`src/rtl/lodiv_pkg.sv`:
```
package lodiv_pkg;
  parameter int unsigned DIV_W      = 16;
  parameter int unsigned NARROW_W   = 12;
  parameter int unsigned WIDE_MIN   = 256;
  parameter int unsigned NARROW_MIN = 4;
  localparam int unsigned RATIO_W   = DIV_W + 1;

  typedef enum logic [1:0] {
    PATH_NARROW = 2'd0,
    PATH_WIDE   = 2'd1,
    PATH_HALVED = 2'd2
  } path_e;

  typedef struct packed {
    path_e            path;
    logic [DIV_W-1:0] div;
  } cfg_t;

  function automatic path_e pick_path(logic band_hi, logic lo_wide);
    if (band_hi) return PATH_HALVED;
    if (lo_wide) return PATH_WIDE;
    return PATH_NARROW;
  endfunction

  // Counter strobes in one period, after zero-encoding and clamping.
  function automatic logic [RATIO_W-1:0] strobes_per_period(cfg_t c);
    logic [RATIO_W-1:0] n;
    n = '0;
    if (c.path == PATH_NARROW) begin
      n[NARROW_W-1:0] = c.div[NARROW_W-1:0];
      if (n == '0) n[NARROW_W] = 1'b1;
      else if (n < RATIO_W'(NARROW_MIN)) n = RATIO_W'(NARROW_MIN);
    end else begin
      n[DIV_W-1:0] = c.div;
      if (n == '0) n[DIV_W] = 1'b1;
      else if (n < RATIO_W'(WIDE_MIN)) n = RATIO_W'(WIDE_MIN);
    end
    return n;
  endfunction

  function automatic logic [DIV_W-1:0] reload_of(cfg_t c);
    logic [RATIO_W-1:0] m;
    m = strobes_per_period(c) - RATIO_W'(1);
    return m[DIV_W-1:0];
  endfunction
endpackage

```
`src/rtl/lodiv_edge.sv`:
```
module lodiv_edge #(
  parameter int unsigned N_IN = 2
) (
  input  logic            clk,
  input  logic            rst,
  input  logic [N_IN-1:0] lvl,
  output logic [N_IN-1:0] rise
);
  for (genvar g = 0; g < N_IN; g++) begin : g_lane
    logic prev_q;
    always_ff @(posedge clk) begin
      if (rst) prev_q <= 1'b0;
      else     prev_q <= lvl[g];
    end
    assign rise[g] = lvl[g] & ~prev_q;

    // an edge event never lasts two cycles
    p_rise_single_r8: assert property (@(posedge clk) disable iff (rst)
      rise[g] |=> !rise[g]);
  end
endmodule

```
`src/rtl/lodiv_halve.sv`:
```
module lodiv_halve (
  input  logic clk,
  input  logic rst,
  input  logic en,
  input  logic rise,
  output logic strobe
);
  logic odd_q;

  always_ff @(posedge clk) begin
    if (rst)            odd_q <= 1'b0;
    else if (en & rise) odd_q <= ~odd_q;
  end

  assign strobe = en & rise & odd_q;

  // after each forwarded strobe the stage restarts on an even count
  p_halve_restart_r2: assert property (@(posedge clk) disable iff (rst)
    strobe |=> !odd_q);
endmodule

```
`src/rtl/lodiv_count.sv`:
```
module lodiv_count
  import lodiv_pkg::*;
(
  input  logic clk,
  input  logic rst,
  input  logic strobe,
  input  cfg_t cfg_next,
  output cfg_t cfg_q,
  output logic tc,
  output logic pulse
);
  logic [DIV_W-1:0] cnt_q;

  assign tc = strobe && (cnt_q == '0);

  always_ff @(posedge clk) begin
    if (rst) begin
      cfg_q <= cfg_next;
      cnt_q <= reload_of(cfg_next);
      pulse <= 1'b0;
    end else begin
      pulse <= tc;
      if (tc) begin
        cfg_q <= cfg_next;
        cnt_q <= reload_of(cfg_next);
      end else if (strobe) begin
        cnt_q <= cnt_q - DIV_W'(1);
      end
    end
  end

  // configuration is held between terminal counts
  p_cfg_hold_r7: assert property (@(posedge clk) disable iff (rst)
    !tc |=> $stable(cfg_q));
  // the count never exceeds the period of the latched configuration
  p_cnt_bound_r5: assert property (@(posedge clk) disable iff (rst)
    cnt_q <= reload_of(cfg_q));
  // a pulse coincides with a full reload for the new configuration
  p_reload_r6: assert property (@(posedge clk) disable iff (rst)
    pulse |-> (cnt_q == reload_of(cfg_q)));
  // one-cycle pulse
  p_pulse_single_r8: assert property (@(posedge clk) disable iff (rst)
    pulse |=> !pulse);
endmodule

```
`src/rtl/lo_divider.sv`:
```
module lo_divider
  import lodiv_pkg::*;
(
  input  logic             clk,
  input  logic             rst,
  input  logic             osc_hi,
  input  logic             osc_lo,
  input  logic             band_hi,
  input  logic             lo_wide,
  input  logic [DIV_W-1:0] div_word,
  output logic             div_pulse
);
  localparam int unsigned LANE_HI = 1;
  localparam int unsigned LANE_LO = 0;

  cfg_t       cfg_in;
  cfg_t       cfg_q;
  logic [1:0] rise;
  logic       hi_en;
  logic       hi_strobe;
  logic       cnt_strobe;
  logic       tc;

  always_comb begin
    cfg_in.path = pick_path(band_hi, lo_wide);
    cfg_in.div  = div_word;
  end

  lodiv_edge #(.N_IN(2)) u_edge (
    .clk  (clk),
    .rst  (rst),
    .lvl  ({osc_hi, osc_lo}),
    .rise (rise)
  );

  assign hi_en = (cfg_q.path == PATH_HALVED);

  lodiv_halve u_halve (
    .clk    (clk),
    .rst    (rst),
    .en     (hi_en),
    .rise   (rise[LANE_HI]),
    .strobe (hi_strobe)
  );

  assign cnt_strobe = hi_en ? hi_strobe : rise[LANE_LO];

  lodiv_count u_count (
    .clk      (clk),
    .rst      (rst),
    .strobe   (cnt_strobe),
    .cfg_next (cfg_in),
    .cfg_q    (cfg_q),
    .tc       (tc),
    .pulse    (div_pulse)
  );

  // a period only ends on an edge of the selected input
  p_tc_on_active_edge_r9: assert property (@(posedge clk) disable iff (rst)
    tc |-> (hi_en ? rise[LANE_HI] : rise[LANE_LO]));
endmodule

```
`config.mk`:
```
export PLATFORM = sky130hd
export DESIGN_NAME = lo_divider
export DESIGN_NICKNAME = d
export VERILOG_FILES = /design/src/rtl/lodiv_pkg.sv /design/src/rtl/lodiv_edge.sv /design/src/rtl/lodiv_halve.sv /design/src/rtl/lodiv_count.sv /design/src/rtl/lo_divider.sv
export SDC_FILE = /design/constraint.sdc
export NUM_CORES = 1
export LEC_CHECK = 0
export ABC_AREA = 1
export BUFFER_PORTS_ARGS = -buffer_cell sky130_fd_sc_hd__buf_2
export CORE_MARGIN = 2
export CORE_UTILIZATION = 36
export DETAILED_ROUTE_END_ITERATION = 7
export PLACE_DENSITY = 0.56
export SYNTH_ARGS = -nofsm -noshare
export SYNTH_HDL_FRONTEND = slang
export SYNTH_SLANG_ARGS = --single-unit
```
`constraint.sdc`:
```
create_clock -name clk -period 2 [get_ports clk]
set_input_delay 0.3 -clock clk [delete_from_list [all_inputs] [get_ports clk]]
set_output_delay 0.3 -clock clk [all_outputs]
set_load 0.005 [all_outputs]
```
==> results of run 1 <==
## sequential cells by signal, summed over array words and instances, names as in the netlist
register	cells
u_count.cfg_q	2
u_count.cnt_q	16
u_count.pulse	1
u_edge.g_lane.prev_q	2
u_halve.odd_q	1
## layer usage
metal | global-route usage | up-vias | wire length [um]
li1 | - | 988 | -
met5 | 0 | - | 0
met2 | 0.277 | 25 | 2190
met1 | 0.192 | 828 | 2140
met4 | 0.0536 | 0 | 57
met3 | 0.00824 | 4 | 75
## cells by family after synthesis
logic type / synth area share
DFF: 0.324
AOI/OAI and AO/OA: 0.0659
buffers and inverters: 0.109
adders and majority gates: 0.0130
xor gates and xnor gates: 0.0548
muxes: 0.0104
and+or+nand+nor: 0.423
## cells in the mapped netlist
master,instances
sky130_fd_sc_hd__a21oi_1,3
sky130_fd_sc_hd__a21oi_2,1
sky130_fd_sc_hd__a31oi_1,1
sky130_fd_sc_hd__buf_2,2
sky130_fd_sc_hd__buf_4,1
sky130_fd_sc_hd__buf_6,1
sky130_fd_sc_hd__dfxtp_1,4
sky130_fd_sc_hd__edfxtp_1,18
sky130_fd_sc_hd__ha_1,2
sky130_fd_sc_hd__inv_1,41
sky130_fd_sc_hd__inv_2,7
sky130_fd_sc_hd__mux2i_1,2
sky130_fd_sc_hd__nand2_1,55
sky130_fd_sc_hd__nand2_2,10
sky130_fd_sc_hd__nand2_4,3
sky130_fd_sc_hd__nand3_1,21
sky130_fd_sc_hd__nand3_2,3
sky130_fd_sc_hd__nand3b_1,3
sky130_fd_sc_hd__nand4_1,8
sky130_fd_sc_hd__nor2_1,37
sky130_fd_sc_hd__nor2_2,5
sky130_fd_sc_hd__nor2_4,3
sky130_fd_sc_hd__nor2_8,2
sky130_fd_sc_hd__nor3_1,3
sky130_fd_sc_hd__nor3_2,2
sky130_fd_sc_hd__nor3_4,1
sky130_fd_sc_hd__o21ai_0,6
sky130_fd_sc_hd__o21ai_1,8
sky130_fd_sc_hd__o21ai_2,3
sky130_fd_sc_hd__or2_2,1
sky130_fd_sc_hd__xnor2_1,3
sky130_fd_sc_hd__xor2_1,9
## what timing repair did
item,in CTS,in global routing
setup buffers,0,2
cloned,0,1
resized for setup,2,11
endpoints found under the setup margin,3,16
pin swaps,0,3
## worst paths after layout
kind                                                 to  slack (ps)  depth (start not counted)
worst max-delay path                   u_count.cnt_q[3]          60                         11
worst max register to register         u_count.cnt_q[3]          60                         11
worst min-delay path            u_edge.g_lane[1].prev_q         220                          2
worst min register to register            u_halve.odd_q         500                          2
## stage by stage
| step | utilization | std cells | worst slack, ps | TNS, ps | hold slack [ps] |
|---|---|---|---|---|---|
| 2_1_floorplan | - | 269 | 121 | 0 | 372 |
| 3_3_place_gp | 0.468 | 398 | -46.3 | -88.2 | 469 |
| 3_5_place_dp | 0.468 | 398 | -102 | -250 | 488 |
| 4_1_cts | 0.480 | 402 | 6.97 | 0 | 222 |
| 5_1_grt | 0.496 | 405 | -63.9 | -163 | 238 |
| 6_report | 0.496 | 405 | 60.4 | 0 | 224 |
## critical path: stages (launching register included)
cell	delay, ps
sky130_fd_sc_hd__edfxtp_1	420
sky130_fd_sc_hd__inv_2	100
sky130_fd_sc_hd__ha_4	140
sky130_fd_sc_hd__nand3_2	110
sky130_fd_sc_hd__nor2_4	150
sky130_fd_sc_hd__inv_2	60
sky130_fd_sc_hd__nor2_4	120
sky130_fd_sc_hd__nand3_2	70
sky130_fd_sc_hd__nand2_2	150
sky130_fd_sc_hd__inv_2	130
sky130_fd_sc_hd__mux2i_1	200
sky130_fd_sc_hd__inv_1	50
## cell type report
type / instances / share of cell area
clock buffer: 4 / 0.0216
multi-input combinational: 195 / 0.445
timing repair buffer: 66 / 0.185
tap: 70 / 0.0344
sequential: 22 / 0.244
inverter: 48 / 0.0707
## where the power goes
group	leakage [nW]	internal (W)	switching, W
clock	0.0288	0.000176	0.000154
combinational	1.04	0.000166	0.000202
sequential	0.213	0.000557	0.0000301
total	1.28	0.000898	0.000386
==> load_flow_metrics.sql, run 1 <==
INSERT INTO impl_metrics (metric_group, metric, value, unit) VALUES
('outcome', 'run_status', 'finished, final reports clean', ''),
('layout', 'drive_gt1_frac', '0.361', ''),
('timing', 'timing.max_slew.rel_slack', '0.834', ''),
('timing', 'finalSetupViolCount', '0', ''),
('synth', 'syn_inst', '269', ''),
('global_route', 'antenna_found_initial', '0', ''),
('place', 'detailed_place.area', '2410', 'um^2'),
('synth', 'synthDominantCellAreaShare', '0.282', ''),
('synth', 'post_synth_main_area_contributors', 'sky130_fd_sc_hd__edfxtp_1 28%, sky130_fd_sc_hd__nand2_1 11%, sky130_fd_sc_hd__inv_1 8.0%', ''),
('timing', 'timing.final.crit_share', '0.970', ''),
('drt', 'post_drt_via_cell_ratio', '4.56', ''),
('worst_setup_path', 'arrival', '1960', 'ps'),
('timing', 'fin_worst_skew', '5.73', 'ps'),
('clocking', 'holdBufCountCts', '0', ''),
('global_route', 'global_route_wire_length_before_repair', '7380', 'um'),
('drt', 'drcViolationCount', '0', ''),
('layout', 'multi_input_area', '1130', 'um^2'),
('timing', 'max_freq', '0.516', 'GHz'),
('synth', 'ys_seq_elements', '22', ''),
('layout', 'finish.net_count', '360', ''),
('drt', 'dr_total_vias', '1845', ''),
('hold_path', 'hp-start', 'rst', ''),
('layout', 'design_area_final', '2550', 'um^2'),
('synth', 'syn-num-nets', '293', ''),
('hold_path', 'hp-class', 'input pin to register', ''),
('layout', 'flow.area_growth_from_synthesis', '32.8', '%'),
('die', 'chipHeight', '77.0', 'um'),
('global_route', 'grt_use_total', '0.153', ''),
('power_and_ir_drop', 'static-leakage-power', '1.28', 'nW'),
('drt', 'route.detailed.wl_per_inst', '11.0', 'um'),
('power_and_ir_drop', 'total_power', '0.00128', 'W'),
('synth', 'post_synthesis_instance_area', '1920', 'um^2'),
('worst_setup_path', 'rr_startpoint', 'u_count.cnt_q[0]', ''),
('synth', 'ys.warnings.count', '0', ''),
('synth', 'synthDominantAreaCellType', 'sky130_fd_sc_hd__edfxtp_1', ''),
('worst_setup_path', 'path_class', 'register to register', ''),
('power_and_ir_drop', 'vdd_drop_max', '0.215', 'mV'),
('clocking', 'path_clk_slew', '90', 'ps'),
('timing', 'max_slew.worst_pin.slew', '248', 'ps'),
('clocking', 'ctsRootBufferMaster', 'sky130_fd_sc_hd__clkbuf_8', ''),
('clocking', 'cts_made_buffers', '3', ''),
('layout', 'antenna-diode-count', '0', ''),
('worst_setup_path', 'timing.critical_path.fanout_max', '11', ''),
('synth', 'yosysUniqueCellTypes', '32', ''),
('clocking', 'clock_sinks', '22', ''),
('clocking', 'clkLatencyLatePin', '270', 'ps'),
('layout', 'mostFrequentLayoutCell', 'sky130_fd_sc_hd__nand2_1', ''),
('clocking', 'cts_tree', 'yes', ''),
('worst_setup_path', 'worstPathRequired', '2030', 'ps'),
('die', 'floorplan.initialDensity', '0.373', ''),
('drt', 'drt-pass1-iter-count', '4', ''),
('timing', 'hold_viol', '0', ''),
('clocking', 'clk_path_buf_depth', '2', ''),
('drt', 'drt_first_iter_violations', '65', ''),
('place', 'place.port_buffers', '22', ''),
('timing', 'maxSlewViolCount', '0', ''),
('drt', 'routed_wl', '4470', 'um'),
('timing', 'period_needed', '1940', 'ps'),
('layout', 'fillers', '568', ''),
('die', 'design.die.area', '5930', 'um^2'),
('place', 'gp_congestion', '0.832', ''),
('die', 'floorplan.die.width', '77.0', 'um'),
('place', 'dp.final_hpwl', '3580', 'um'),
('synth', 'seq_area_frac_synth', '0.324', ''),
('job', 'drv.max_cap_violation_count', '0', ''),
('die', 'num_io_pins', '23', ''),
('power_and_ir_drop', 'pwr_density_cell', '504', 'nW/um^2'),
('clocking', 'h-tree-depth', '1', ''),
('die', 'placementRows', '26', ''),
('worst_setup_path', 'timing.critical_path.to_type', 'register', ''),
('worst_setup_path', 'worstSetupStartpoint', 'u_count.cnt_q[0]', ''),
('global_route', 'grt.overflow.total', '0', ''),
('global_route', 'grt_max_degree', '15', ''),
('worst_setup_path', 'critPathLaunchType', 'register', ''),
('layout', 'register_area', '621', 'um^2'),
('global_route', 'grt_pass1_vias', '1750', ''),
('synth', 'postSynthAreaPerCell', '7.13', 'um^2'),
('layout', 'layout.cells.most_common_list', '54 x sky130_fd_sc_hd__nand2_1, 42 x sky130_fd_sc_hd__buf_4, 38 x sky130_fd_sc_hd__inv_1, 35 x sky130_fd_sc_hd__nor2_1, 22 x sky130_fd_sc_hd__buf_2', ''),
('die', 'core_area', '5140', 'um^2'),
('drt', 'ant_nets', '0', '');
No activity file was read; power rests on OpenSTA's default activity.
==> run 2, diff against run 1 <==
Settings changed: ABC_AREA 1 to unset, PLACE_DENSITY 0.56 to 0.55, SYNTH_HIERARCHICAL set to 1.
==> run 2 against run 1 <==
Design area shrank 1.3%. Non-clock buffer count grew 15. The run now ends with setup timing left. Critical path depth shrank 1. Worst hold slack gained 51 ps. Largest cell class unchanged. Register-to-register slack lost 80 ps. Highest routed layer unchanged. Critical endpoint is now u_count/cnt_q[6]. Wire length grew 2.0%. Synthesized area shrank 12%. Clock power grew 25%. Via count shrank 13%. Fmax shrank 4.4%. Utilization grew 7.0 points. Count of clock-buffer cells in the layout shrank 1.
==> load_flow_metrics.sql, run 2 <==
INSERT INTO impl_metrics (metric_group, metric, value, unit) VALUES
('outcome', 'run_status', 'finished, violations left', ''),
('outcome', 'failing_checks', 'setup timing', ''),
('layout', 'mostFrequentLayoutCell', 'sky130_fd_sc_hd__buf_4', ''),
('layout', 'layoutNonFillerInstCount', '314', ''),
('timing', 'max_freq', '0.493', 'GHz'),
('global_route', 'grt.overflow.total', '0', ''),
('timing', 'rsz_0062_raised_after_global_routing', 'yes', ''),
('layout', 'fillers', '421', ''),
('die', 'floorplan.initialDensity', '0.381', ''),
('synth', 'post_synthesis_instance_area', '1690', 'um^2'),
('drt', 'dr_total_vias', '1599', ''),
('worst_setup_path', 'arrival', '2040', 'ps'),
('drt', 'post_drt_via_cell_ratio', '5.09', ''),
('timing', 'timing.final.crit_share', '1.01', ''),
('global_route', 'grt_max_degree', '17', ''),
('worst_setup_path', 'path_class', 'input pin to register', ''),
('timing', 'max_slew.worst_pin.slew', '409', 'ps'),
('drt', 'route.detailed.wl_per_inst', '14.5', 'um'),
('hold_path', 'hold_end', 'u_edge/g_lane[1].prev_q', ''),
('drt', 'drt-pass1-iter-count', '4', ''),
('timing', 'fin_worst_skew', '5.06', 'ps'),
('layout', 'drive_gt1_frac', '0.477', ''),
('drt', 'drcViolationCount', '0', ''),
('timing', 'timing.max_slew.rel_slack', '0.728', ''),
('power_and_ir_drop', 'static-leakage-power', '0.984', 'nW'),
('worst_setup_path', 'timing.critical_path.to_type', 'register', ''),
('worst_setup_path', 'worst_r2r_path_depth', '7', ''),
('die', 'design.die.area', '5270', 'um^2'),
('place', 'place.port_buffers', '22', ''),
('die', 'core_area', '4440', 'um^2'),
('hold_path', 'timing.hold.worst_path_depth', '2', ''),
('synth', 'syn_inst', '178', ''),
('layout', 'largest_register_ff_count', '16', ''),
('timing', 'timing.final.ws_setup', '-29.7', 'ps'),
('die', 'floorplan.die.width', '72.6', 'um'),
('clocking', 'holdBufCountCts', '0', ''),
('worst_setup_path', 'worstSetupStartpoint', 'div_word[14]', ''),
('clocking', 'clkLatencyLatePin', '260', 'ps'),
('worst_setup_path', 'worst-r2r-setup-slack', '-20', 'ps'),
('layout', 'register_area', '621', 'um^2'),
('worst_setup_path', 'rr_endpoint', 'u_count/cnt_q[14]', ''),
('layout', 'flow.area_growth_from_synthesis', '48.5', '%'),
('die', 'chipHeight', '72.6', 'um'),
('layout', 'multi_input_area', '1170', 'um^2'),
('synth', 'ys.warnings.count', '6', ''),
('clocking', 'cts_made_buffers', '3', ''),
('drt', 'ant_nets', '0', ''),
('die', 'placementRows', '24', ''),
('timing', 'hold_viol', '0', ''),
('synth', 'postSynthAreaPerCell', '9.51', 'um^2'),
('clocking', 'clk_path_buf_depth', '2', ''),
('die', 'num_io_pins', '23', ''),
('global_route', 'grt_pass1_vias', '1638', ''),
('place', 'post-place-cells', '305', ''),
('clocking', 'ctsRootBufferMaster', 'sky130_fd_sc_hd__clkbuf_8', ''),
('timing', 'period_needed', '2030', 'ps'),
('clocking', 'clock_sinks', '22', ''),
('worst_setup_path', 'critPathLaunchType', 'input pin', ''),
('place', 'gp_congestion', '0.893', ''),
('place', 'dp.final_hpwl', '3580', 'um'),
('timing', 'maxSlewViolCount', '0', ''),
('hold_path', 'hp-class', 'input pin to register', ''),
('synth', 'syn-num-nets', '202', ''),
('hold_path', 'hp-start', 'osc_hi', ''),
('worst_setup_path', 'timing.critical_path.fanout_max', '5', ''),
('power_and_ir_drop', 'pwr_density_cell', '552', 'nW/um^2'),
('clocking', 'cts_tree', 'yes', ''),
('global_route', 'global_route_wire_length_before_repair', '7610', 'um'),
('layout', 'layout.cells.most_common_list', '57 x sky130_fd_sc_hd__buf_4, 22 x sky130_fd_sc_hd__buf_2, 22 x sky130_fd_sc_hd__nand2_1, 19 x sky130_fd_sc_hd__nor2_1, 18 x sky130_fd_sc_hd__edfxtp_1', ''),
('layout', 'antenna-diode-count', '0', ''),
('timing', 'whs', '275', 'ps'),
('power_and_ir_drop', 'vdd_drop_max', '0.244', 'mV'),
('layout', 'finish.net_count', '287', ''),
('worst_setup_path', 'worstPathRequired', '2010', 'ps'),
('timing', 'finalSetupViolCount', '3', ''),
('job', 'drv.max_cap_violation_count', '0', ''),
('drt', 'drt_first_iter_violations', '60', ''),
('clocking', 'h-tree-depth', '1', ''),
('clocking', 'path_clk_slew', '80', 'ps'),
('global_route', 'grt_use_total', '0.184', ''),
('layout', 'largest-register', 'u_count/cnt_q', ''),
('global_route', 'antenna_found_initial', '0', ''),
('layout', 'reg_top3', 'u_count/cnt_q x16, u_count/cfg_q x2, u_edge/g_lane.prev_q x2', ''),
('worst_setup_path', 'rr_startpoint', 'u_count/cnt_q[4]', ''),
('drt', 'routed_wl', '4560', 'um');
-- run 2: where the power goes --
part	total [W]	switching (W)	internal (W)
clock network	0.000413	0.000146	0.000267
registers	0.000590	0.0000339	0.000556
logic	0.000385	0.000186	0.000198
-- run 2: final cells by class --
cell class              instances  area share
well taps                      52      0.0259
inverters                       5     0.00846
multi-input cells             150       0.466
repair buffers                 81       0.224
clock buffers                   3      0.0164
flip-flops and latches         22       0.247
clock inverters                 1      0.0119
-- run 2: worst max path at each step --
stage | endpoint | slack, ps | cells after the start
after floorplan | u_count/cnt_q[4] | -170 | 9
after global placement | u_count/cnt_q[4] | -270 | 10
after detailed placement | u_count/cnt_q[4] | -330 | 10
after CTS | u_count/cnt_q[10] | 1 | 8
after global routing | u_count/cnt_q[6] | -140 | 9
final | u_count/cnt_q[6] | -30 | 10
-- run 2: worst max-delay path, stage by stage --
cell and delay (ps):
sky130_fd_sc_hd__buf_2 110, sky130_fd_sc_hd__or3_4 390, sky130_fd_sc_hd__nor3_4 140, sky130_fd_sc_hd__o21ai_2 100, sky130_fd_sc_hd__nand2_2 120, sky130_fd_sc_hd__ha_4 170, sky130_fd_sc_hd__o221ai_4 140, sky130_fd_sc_hd__buf_4 180
sky130_fd_sc_hd__nor3_1 250, sky130_fd_sc_hd__o32ai_2 130
-- run 2: what timing repair did --
item	4_1_cts	5_1_grt
setup buffers	1	4
gates resized for setup	8	17
pin swaps	9	6
endpoints found under the setup margin	12	15
-- run 2: stage by stage --
stage,power [W],setup slack (ps),TNS (ps),utilization,instance area (um^2)
5_1_grt,0.00146,-135,-702,0.566,2510
6_report,0.00139,-29.7,-66.8,0.566,2510
2_1_floorplan,0.000771,-168,-598,-,1740
4_1_cts,0.00138,1.10,0,0.542,2410
3_5_place_dp,0.000955,-329,-2240,0.519,2310
3_3_place_gp,0.000946,-273,-1750,0.519,2310
-- run 2: layer usage --
layer  routed length [um]  track usage  part of all wire
met5                    0            0                 0
met4                   71       0.0700             0.016
met3                  112       0.0124             0.025
met2                 2230        0.309              0.49
met1                 2140        0.248              0.47
